$ cat src/rtl/dfp_pkg.sv
package dfp_pkg;

    localparam int FRAME_BYTES = 105;
    localparam int HEAD_BYTES  = 4;
    localparam int TAIL_BYTES  = 4;
    localparam int INFO_BYTES  = 4;
    localparam int BODY_BYTES  = FRAME_BYTES - HEAD_BYTES - TAIL_BYTES - INFO_BYTES;
    localparam int BODY_START  = HEAD_BYTES + INFO_BYTES;
    localparam int TAIL_START  = BODY_START + BODY_BYTES;
    localparam int IDX_W       = $clog2(FRAME_BYTES);
    localparam int BODY_W      = $clog2(BODY_BYTES);
    localparam int STAMP_W     = 16;

    localparam logic [31:0] SYNC_HEAD = 32'hC3A5_5A3C;
    localparam logic [31:0] SYNC_TAIL = 32'h3C5A_A5C3;

    typedef enum logic [1:0] {
        OP_MONITOR  = 2'd0,
        OP_COMPRESS = 2'd1,
        OP_SENSE    = 2'd2,
        OP_SPARE    = 2'd3
    } op_mode_e;

    typedef struct packed {
        logic [7:0]         mode_b;
        logic [7:0]         pwr_b;
        logic [STAMP_W-1:0] stamp;
    } frame_info_t;

    // Byte idx of the outgoing frame, built from sync words, info and one payload byte.
    function automatic logic [7:0] pick_byte(input logic [IDX_W-1:0] idx,
                                             input frame_info_t info,
                                             input logic [7:0] body);
        int          i;
        logic [31:0] w;
        i = int'(idx);
        if (i < HEAD_BYTES) begin
            w = SYNC_HEAD >> (8 * (HEAD_BYTES - 1 - i));
            return w[7:0];
        end else if (i == HEAD_BYTES) begin
            return info.mode_b;
        end else if (i == HEAD_BYTES + 1) begin
            return info.pwr_b;
        end else if (i == HEAD_BYTES + 2) begin
            return info.stamp[15:8];
        end else if (i == HEAD_BYTES + 3) begin
            return info.stamp[7:0];
        end else if (i < TAIL_START) begin
            return body;
        end else begin
            w = SYNC_TAIL >> (8 * (FRAME_BYTES - 1 - i));
            return w[7:0];
        end
    endfunction

endpackage

$ cat src/rtl/dfp_fill.sv
module dfp_fill
    import dfp_pkg::*;
(
    input  logic                  clk,
    input  logic                  rst,
    input  logic [7:0]            in_byte_i,
    input  logic                  in_valid_i,
    input  logic [1:0]            mode_i,
    input  logic [7:0]            pwr_i,
    input  logic [STAMP_W-1:0]    stamp_i,
    input  logic                  rel_i,
    input  logic                  rel_sel_i,
    input  logic                  rd_sel_i,
    input  logic [BODY_W-1:0]     rd_idx_i,
    output logic [1:0]            ready_o,
    output logic                  ovf_o,
    output logic [7:0]            rd_byte_o,
    output frame_info_t           rd_info_o
);

    localparam logic [BODY_W-1:0] LAST_SLOT = BODY_W'(BODY_BYTES - 1);

    logic              wr_sel;
    logic [BODY_W-1:0] wr_cnt;
    logic [1:0]        rdy;
    logic              ovf;
    frame_info_t       info_q [2];
    logic [7:0]        bank_rd [2];
    logic              take;

    assign take = in_valid_i && !rdy[wr_sel];

    genvar g;
    generate
        for (g = 0; g < 2; g++) begin : g_bank
            logic [7:0] mem [BODY_BYTES];
            always_ff @(posedge clk) begin
                if (take && (wr_sel == 1'(g)))
                    mem[wr_cnt] <= in_byte_i;
            end
            assign bank_rd[g] = mem[rd_idx_i];
        end
    endgenerate

    always_ff @(posedge clk) begin
        if (rst) begin
            rdy    <= '0;
            wr_sel <= 1'b0;
            wr_cnt <= '0;
            ovf    <= 1'b0;
            for (int b = 0; b < 2; b++) info_q[b] <= '0;
        end else begin
            if (rel_i)
                rdy[rel_sel_i] <= 1'b0;
            if (in_valid_i && rdy[wr_sel])
                ovf <= 1'b1;
            if (take) begin
                if (wr_cnt == '0) begin
                    info_q[wr_sel].mode_b <= {6'b0, mode_i};
                    info_q[wr_sel].stamp  <= (mode_i == OP_SENSE) ? '0 : stamp_i;
                end
                if (wr_cnt == LAST_SLOT) begin
                    info_q[wr_sel].pwr_b <= pwr_i;
                    rdy[wr_sel]          <= 1'b1;
                    wr_sel               <= ~wr_sel;
                    wr_cnt               <= '0;
                end else begin
                    wr_cnt <= wr_cnt + 1'b1;
                end
            end
        end
    end

    assign ready_o   = rdy;
    assign ovf_o     = ovf;
    assign rd_byte_o = bank_rd[rd_sel_i];
    assign rd_info_o = info_q[rd_sel_i];

endmodule

$ cat src/rtl/dfp_serial.sv
module dfp_serial
    import dfp_pkg::*;
#(
    parameter int BIT_DIV = 8
) (
    input  logic              clk,
    input  logic              rst,
    input  logic [1:0]        ready_i,
    input  logic [7:0]        rd_byte_i,
    input  frame_info_t       rd_info_i,
    output logic              rd_sel_o,
    output logic [BODY_W-1:0] rd_idx_o,
    output logic              rel_o,
    output logic              rel_sel_o,
    output logic              ser_data_o,
    output logic              ser_clk_o,
    output logic              ser_frame_o
);

    localparam int DIV_W = (BIT_DIV > 2) ? $clog2(BIT_DIV) : 1;
    localparam logic [DIV_W-1:0] DIV_LAST  = DIV_W'(BIT_DIV - 1);
    localparam logic [DIV_W-1:0] DIV_HALF  = DIV_W'(BIT_DIV / 2);
    localparam logic [IDX_W-1:0] LAST_BYTE = IDX_W'(FRAME_BYTES - 1);

    logic             active;
    logic             tx_sel;
    logic [IDX_W-1:0] byte_idx;
    logic [2:0]       bit_idx;
    logic [DIV_W-1:0] div_cnt;
    logic [7:0]       cur_byte;
    logic             tick;

    assign tick     = (div_cnt == DIV_LAST);
    assign rd_sel_o = tx_sel;
    assign rd_idx_o = BODY_W'(byte_idx - IDX_W'(BODY_START));
    assign cur_byte = pick_byte(byte_idx, rd_info_i, rd_byte_i);

    always_ff @(posedge clk) begin
        if (rst) begin
            active    <= 1'b0;
            tx_sel    <= 1'b0;
            byte_idx  <= '0;
            bit_idx   <= 3'd7;
            div_cnt   <= '0;
            rel_o     <= 1'b0;
            rel_sel_o <= 1'b0;
        end else begin
            rel_o <= 1'b0;
            if (!active) begin
                if (ready_i[tx_sel]) begin
                    active   <= 1'b1;
                    byte_idx <= '0;
                    bit_idx  <= 3'd7;
                    div_cnt  <= '0;
                end
            end else if (tick) begin
                div_cnt <= '0;
                if (bit_idx != 3'd0) begin
                    bit_idx <= bit_idx - 3'd1;
                end else begin
                    bit_idx <= 3'd7;
                    if (byte_idx == LAST_BYTE) begin
                        active    <= 1'b0;
                        rel_o     <= 1'b1;
                        rel_sel_o <= tx_sel;
                        tx_sel    <= ~tx_sel;
                    end else begin
                        byte_idx <= byte_idx + 1'b1;
                    end
                end
            end else begin
                div_cnt <= div_cnt + 1'b1;
            end
        end
    end

    assign ser_data_o  = active && cur_byte[bit_idx];
    assign ser_clk_o   = active && (div_cnt >= DIV_HALF);
    assign ser_frame_o = active;

endmodule

$ cat src/rtl/dual_frame_packer.sv
module dual_frame_packer
    import dfp_pkg::*;
#(
    parameter int BIT_DIV = 8
) (
    input  logic        clk,
    input  logic        rst,
    input  logic [7:0]  in_byte,
    input  logic        in_valid,
    input  logic [1:0]  mode_sel,
    input  logic [7:0]  pwr_status,
    input  logic [15:0] timer_val,
    output logic        ser_data,
    output logic        ser_clk,
    output logic        ser_frame,
    output logic        ovf_flag
);

    logic [1:0]        ready;
    logic              rd_sel;
    logic [BODY_W-1:0] rd_idx;
    logic [7:0]        rd_byte;
    frame_info_t       rd_info;
    logic              rel;
    logic              rel_sel;

    dfp_fill u_fill (
        .clk        (clk),
        .rst        (rst),
        .in_byte_i  (in_byte),
        .in_valid_i (in_valid),
        .mode_i     (mode_sel),
        .pwr_i      (pwr_status),
        .stamp_i    (timer_val),
        .rel_i      (rel),
        .rel_sel_i  (rel_sel),
        .rd_sel_i   (rd_sel),
        .rd_idx_i   (rd_idx),
        .ready_o    (ready),
        .ovf_o      (ovf_flag),
        .rd_byte_o  (rd_byte),
        .rd_info_o  (rd_info)
    );

    dfp_serial #(.BIT_DIV(BIT_DIV)) u_ser (
        .clk         (clk),
        .rst         (rst),
        .ready_i     (ready),
        .rd_byte_i   (rd_byte),
        .rd_info_i   (rd_info),
        .rd_sel_o    (rd_sel),
        .rd_idx_o    (rd_idx),
        .rel_o       (rel),
        .rel_sel_o   (rel_sel),
        .ser_data_o  (ser_data),
        .ser_clk_o   (ser_clk),
        .ser_frame_o (ser_frame)
    );

endmodule

$ cat config.mk
export PLATFORM = sky130hd
export DESIGN_NAME = dual_frame_packer
export DESIGN_NICKNAME = d
export VERILOG_FILES = /design/src/rtl/dfp_pkg.sv /design/src/rtl/dfp_fill.sv /design/src/rtl/dfp_serial.sv /design/src/rtl/dual_frame_packer.sv
export SDC_FILE = /design/constraint.sdc
export NUM_CORES = 2
export LEC_CHECK = 0
export CAP_MARGIN = 10
export CELL_PAD_IN_SITES_DETAIL_PLACEMENT = 1
export CELL_PAD_IN_SITES_GLOBAL_PLACEMENT = 2
export CORE_ASPECT_RATIO = 2
export CORE_MARGIN = 2
export CORE_UTILIZATION = 50
export DETAILED_ROUTE_END_ITERATION = 12
export DONT_BUFFER_PORTS = 1
export PLACE_DENSITY = 0.88
export SLEW_MARGIN = 20
export SYNTH_ARGS = -nofsm -noshare
export SYNTH_HDL_FRONTEND = slang
export SYNTH_HIERARCHICAL = 1
export SYNTH_SLANG_ARGS = --single-unit
$ cat constraint.sdc
create_clock -name clk -period 5.5 [get_ports clk]
set_clock_uncertainty 0.05 [all_clocks]
set_input_delay 1.1 -clock clk [delete_from_list [all_inputs] [get_ports clk]]
set_output_delay 1.1 -clock clk [all_outputs]
set_load 0.01 [all_outputs]
; ---- Word-level counts from Yosys, hierarchy flattened
; Memory sizes are Yosys's and may differ from the RTL's. A register that Yosys moved wholly into a read port is not among the register bits.
; Index checks and enable logic that the tools add are counted.
[totals]
regBits = 28
input_bits = 37
mem_bits_rw = 1540
mem_count = 3
output_inout_bits = 4
elab_cells = 133
[classes]
n_reduce_logical = 18
shift = 2
n_eq_ne = 11
muxes = 62
n_addsub = 7
bitwise = 9
n_lt_le_gt_ge = 10
[memory_table]
columns = name, words, width, rd, rd_ports_with_merged_regs, write_ports, line
row1 = u_fill.g_bank[0].mem, 93, 8, 1, 0, 1, dfp_fill.sv:36  ; logic [7:0] mem [BODY_BYTES];
row2 = u_fill.g_bank[1].mem, 93, 8, 1, 0, 1, dfp_fill.sv:36
row3 = u_fill.info_q, 2, 26, 1, 1, 2, dfp_fill.sv:27  ; frame_info_t info_q [2];
[ops]
columns = op, n
row1 = 8-bit 2-to-1 mux, 9
row2 = 7-bit 2-to-1 mux, 6
row3 = 30-bit by 32-bit right shift with 8-bit output (first input constant), 1
row4 = 32-bit by 32-bit right shift with 8-bit output (first input constant), 1
row5 = 1-bit 2-to-1 mux, 30
row6 = 7-bit by 4-bit equality test with 1-bit output (second input constant), 4
row7 = 26-bit 2-to-1 mux, 1
row8 = 26-bit OR reduction, 1
row9 = 3-bit 2-to-1 mux, 7
row10 = 16-bit 2-to-1 mux, 1
row11 = 7-bit by 1-bit adder with 7-bit output (second input constant), 2
row12 = 7-bit equality test (second input constant), 2
row13 = 2-bit 2-to-1 mux, 5
row14 = 1-bit logical AND, 8
row15 = 4-bit AND reduction, 2
row16 = 2-bit by 7-bit subtractor with 8-bit output (first input constant), 1
row17 = 7-bit by 7-bit subtractor with 8-bit output (first input constant), 1
row18 = 7-bit logical NOT, 1
row19 = 7-bit by 3-bit < comparator with 1-bit output (second input constant), 1
row20 = 7-bit < comparator (second input constant), 1
row21 = 7-bit by 4-bit subtractor with 7-bit output (second input constant), 1
row22 = 1-bit by 2-bit < comparator with 1-bit output (second input constant), 3
row23 = 2-bit != test (second input constant), 3
row24 = 1-bit inverter, 5
row25 = other kinds (19), 22

; ---- Longest topological paths before layout
; An unclocked memory read counts as a cell.
[depth]
ltp_word = 14
mapped_depth = 17

; ---- By module
; Netlist, hierarchy kept.
[by_module_without_submodules]
columns = mod, n_inst, seq_area_each_um2, area_per_inst_um2, cells_per_inst
row1 = dfp_fill, 1, 46464.6, 60535.6, 2999
row2 = dfp_serial, 1, 340.3, 1752.9, 237

; ---- Worst setup path after synthesis
; OpenSTA, ideal clock, no wires.
[synth_path]
path_kind = reg2out
startpoint = register u_ser.byte_idx[4]
endpoint = output port ser_data
path_stages_with_launch = 17
arrival_time_ns = 3.415
setup_slack_ns = 0.935
path_cell_list = dfxtp_1 -> clkbuf_1 -> inv_1 -> ha_1 -> inv_1 -> clkbuf_1 -> nor2b_1 -> clkbuf_1 -> a22oi_1 -> and3_1 -> nor4_1 -> nor4b_1 -> a31oi_1 -> a21oi_1 -> a2111o_1 -> a32o_1 -> a311oi_2
[synth_via]
elab_chain_cells = 14
elab_cells_between_ends = 25
cone_classes = 3 x add/sub / 2 x order compare / 4 x eq/ne / 2 x shift / 11 x mux / 1 x reduce/logical / 2 x memory
[synth_rtl]
columns = element, line
row1 = from (decl), dfp_serial.sv:27  ; logic [IDX_W-1:0] byte_idx;
row2 = from (signal assigned), dfp_serial.sv:68  ; byte_idx <= byte_idx + 1'b1;
row3 = 7-bit by 4-bit subtractor with 7-bit output *, dfp_serial.sv:35  ; assign rd_idx_o = BODY_W'(byte_idx - IDX_W'(BODY_START));
row4 = net rd_idx[4], dual_frame_packer.sv:21  ; logic [BODY_W-1:0] rd_idx;
row5 = memory 93 x 8 bit, --
row6 = 8-bit 2-to-1 mux (not written as such) * (3 in a row), dfp_fill.sv:76  ; assign rd_byte_o = bank_rd[rd_sel_i];
row7 = net rd_byte[2], dual_frame_packer.sv:22  ; logic [7:0] rd_byte;
row8 = 8-bit 2-to-1 mux *, dfp_pkg.sv:48  ; end else if (i < TAIL_START) begin
row9 = 8-bit 2-to-1 mux *, dfp_pkg.sv:46  ; end else if (i == HEAD_BYTES + 3) begin
row10 = 8-bit 2-to-1 mux *, dfp_pkg.sv:44  ; end else if (i == HEAD_BYTES + 2) begin
row11 = 8-bit 2-to-1 mux *, dfp_pkg.sv:42  ; end else if (i == HEAD_BYTES + 1) begin
row12 = 8-bit 2-to-1 mux *, dfp_pkg.sv:40  ; end else if (i == HEAD_BYTES) begin
row13 = 8-bit 2-to-1 mux *, dfp_pkg.sv:37  ; if (i < HEAD_BYTES) begin
row14 = 1-bit binary-select mux with 3-bit select *, dfp_serial.sv:77  ; assign ser_data_o = active && cur_byte[bit_idx];
row15 = 1-bit 2-to-1 mux (not written as such) *, dfp_serial.sv:77
row16 = 1-bit logical AND *, dfp_serial.sv:77
row17 = to (decl), dual_frame_packer.sv:13  ; output logic ser_data,
; The timed path passes the listed nets; every way through them passes the cells marked *. The select of a mux whose other input is x is not followed.

; ---- Final worst setup path
[layout_path]
startpoint = register u_ser.byte_idx[0]
endpoint = output port ser_data
[layout_via]
elab_chain_cells = 14
elab_cells_between_ends = 25
cone_classes = 3 x add/sub / 2 x order compare / 4 x eq/ne / 2 x shift / 11 x mux / 1 x reduce/logical / 2 x memory
[layout_rtl]
columns = element, line
row1 = 7-bit by 4-bit subtractor with 7-bit output *, dfp_serial.sv:35
row2 = memory 93 x 8 bit, --
row3 = 8-bit 2-to-1 mux (not written as such) * (3 in a row), dfp_fill.sv:76
row4 = net rd_byte[2], dual_frame_packer.sv:22
row5 = 8-bit 2-to-1 mux *, dfp_pkg.sv:48
row6 = 8-bit 2-to-1 mux *, dfp_pkg.sv:46
row7 = 8-bit 2-to-1 mux *, dfp_pkg.sv:44
row8 = 8-bit 2-to-1 mux *, dfp_pkg.sv:42
row9 = 8-bit 2-to-1 mux *, dfp_pkg.sv:40
row10 = 8-bit 2-to-1 mux *, dfp_pkg.sv:37
row11 = 1-bit binary-select mux with 3-bit select *, dfp_serial.sv:77
row12 = 1-bit 2-to-1 mux (not written as such) *, dfp_serial.sv:77
row13 = 1-bit logical AND *, dfp_serial.sv:77
; Marked as above.

==> impl_metrics.tcl <==
set metrics [dict create \
    status "complete, but fails checks" \
    setup_viol 1 \
    peakVddDrop_mv 0.362 \
    cp-end-kind "output port" \
    critical_path.max_stage_delay_ps 560 \
    yosys_warnings 6 \
    dp_hpwl_um 105000 \
    setup_ws_ps -265 \
    die_y_um 503 \
    grt_max_degree 187 \
    drc_errors 0 \
    std_cell_rows 183 \
    drtIter0Drc 4104 \
    cts.sinks 1568 \
    gp_congestion 0.914 \
    p_per_area_nw_per_um2 324 \
    dp_slack_ps 46.4 \
    grt_pass1_wl_um 253000 \
    critPathLaunchType "register" \
    yosysUniqueCellTypes 76 \
    cp.required_ps 4350 \
    clockRootBuffer "clkbuf_16" \
    arrival_ps 4620 \
    cp_top_family "compound AO/OA/AOI/OAI gates" \
    io_buffers 0 \
    yosysSeqAreaShare_pct 75.1 \
    layout.nets 3457 \
    viasPerCell 6.63 \
    tns_ps -265 \
    grt_antenna_before_repair 7 \
    core_sq_um 124000 \
    hold_viol_final 0 \
    clk_pin_slew_ps 70 \
    die_w_um 254 \
    hold_class "in2reg" \
    path_cells "buf_12 -> buf_16 -> or3_1 -> o22ai_1 -> o41ai_1 -> a31oi_2 -> nor4b_4 -> a31oi_2 -> a21oi_2 -> a2111o_1 -> a32o_2 -> a311oi_4 -> buf_4" \
    grt_pass1_vias 35300 \
    start_util_pct 50.3 \
    postSynthCellCount 3236 \
    num_vias 34300 \
    syn_area_sq_um 62300 \
    cap_violations 0 \
    worst-setup-path-type "reg2out" \
    ys.flop_type "edfxtp_1" \
    avgSynthCellArea_sq_um 19.2 \
    design.die.area_sq_um 128000 \
    max_slew.worst_pin.slew_ps 1280 \
    min_period_ps 5770 \
    htreeDepth 4 \
    cts_max_path_buffers 3 \
    io-pin-count 41 \
    first_pass_iters 6 \
    synth-seq-cells 1568 \
    maxSlewHeadroom_pct 14.6 \
    cts_tree "done" \
    grt-ovfl-total 0 \
    synth_edf_count 1540 \
    p_leak_uw 0.0214 \
    timing.final.crit_share_pct 105 \
    cp_slowest_cell "or3_1" \
    holdBufCountCts 0 \
    drive_above_1_share_pct 25.1 \
    drv_slew 0 \
    wl_um 179000 \
    critPathMaxFanout 12 \
    clkLatencyLatePin_ps 770 \
    crit_buf_inv 3 \
    areaGrowthSynthToFinish_pct 13.5 \
    whs_ps 343 \
    cts_buffers 135 \
    wl_per_cell_um 34.6 \
    async_flop_share_pct 0 \
    final_core_util_pct 57.1 \
    clock.fmax_ghz 0.173 \
    globalRouteTotalUtil_pct 27.8 \
    cp_common_cell "a31oi_2" \
    ant_nets 0 \
    violations "negative setup slack" \
    rsz0062_at_grt "yes" \
]
==> logic make-up after synthesis <==
logic type | after synthesis | share of synthesized area (%)
flops | 1568 | 75.1
simple gates | 582 | 4.29
mux | 473 | 13.8
compound gates | 354 | 4.25
buf+inv | 224 | 1.92
fa+ha+maj | 18 | 0.362
xor+xnor | 16 | 0.225
other cells | 1 | 0.00602
==> layout by cell type (no fill, tap or decap), drive strengths merged, types with 8 or more instances in the layout <==
cell type     n
a2111oi      12
nand2b       12
clkinv       51
nor2        297
bufinv       13
nand3        32
nand4         9
nor2b        33
nand2        95
o22ai        37
edfxtp     1540
a211oi       27
inv          31
o21ai        23
o221ai       10
mux4        304
a21oi        44
clkinvlp      9
a22o         29
dfxtp        28
xnor2         9
nor3         24
mux2i       118
o211ai       13
o41ai        10
nor4          8
ha           18
clkbuf      170
buf         219
nor4b         8
a22oi        53
mux2         51
a221oi       37
and2         33
==> worst paths after layout <==
check	startpoint	to	slack [ps]	depth (start not counted)
max	u_ser/byte_idx[0]$_SDFFE_PP0P_	ser_data	-270	13
min	rst	u_ser/div_cnt[2]$_SDFFE_PP0P_	340	1
max reg2reg	u_fill/wr_cnt[4]$_SDFFE_PP0N_	u_fill/info_q[1][1]$_SDFFCE_PN0P_	1390	5
min reg2reg	u_ser/bit_idx[1]$_SDFFE_PP1P_	u_ser/bit_idx[1]$_SDFFE_PP1P_	490	2
==> final cells by class <==
cell class,count,area [sq um]
inverters,22,92.6
multi-input cells,1449,14800
repair buffers,226,2460
diodes,3,7.51
clock buffers,164,3630
clock inverters,82,774
well taps,1665,2080
fillers,10600,53200
flip-flops and latches,1568,46800
==> per-stage QoR <==
stage	instances	total power [uW]	cell area, sq um
final	5179	22900	70700
after global routing	5178	23400	70700
after CTS	5138	23000	69800
after detailed placement	4862	13500	64800
after global placement	4862	13500	64800
after floorplan	3241	13500	62300
==> where the power goes <==
part           total [uW]  internal, uW  switching [uW]
Sequential          13200         13100            14.3
Clock                9650          5340            4310
Combinational         112          29.9            82.1
==> Yosys cell counts, types with 23 or more instances <==
cell	number	area, sq um
a221oi_1	37	324
edfxtp_1	1540	46200
mux4_2	304	6850
buf_4	38	285
nor2b_1	33	206
a22oi_1	53	398
nor2_1	297	1110
o21ai_0	23	115
mux2_2	44	495
nand2_1	95	357
o22ai_1	37	231
dfxtp_1	28	561
mux2i_1	118	1180
a211oi_1	27	203
a22o_1	29	254
buf_2	44	220
and2_1	33	206
nand3_1	32	160
clkbuf_1	91	342
a21oi_1	44	220
==> registers in the layout, indices dropped and copies added, names as in the netlist, 2 cells and up <==
| register | flops |
|---|---|
| u_fill/wr_cnt | 7 |
| u_ser/div_cnt | 3 |
| u_fill/g_bank.mem | 1488 |
| u_fill/ready_o | 2 |
| u_ser/bit_idx | 3 |
| u_ser/byte_idx | 7 |
| u_fill/info_q | 52 |
==> metal layers <==
layer / routed length, um / global-route usage, %
met1: 62900 / 34.8
met5: 45 / 0
met2: 90500 / 46.6
met4: 10300 / 14.1
met3: 15400 / 5.13
==> timing repair <==
| action | in CTS | in global routing |
|---|---|---|
| setup endpoints to repair | 1 | 1 |
| endpoints found under the hold margin | 0 | 0 |
| gates resized for setup | 61 | 93 |
| pin swaps | 8 | 29 |
| buffers inserted | 29 | 32 |
| gates cloned | 1 | 6 |
Note: power is estimated with default switching activity, not from simulation.
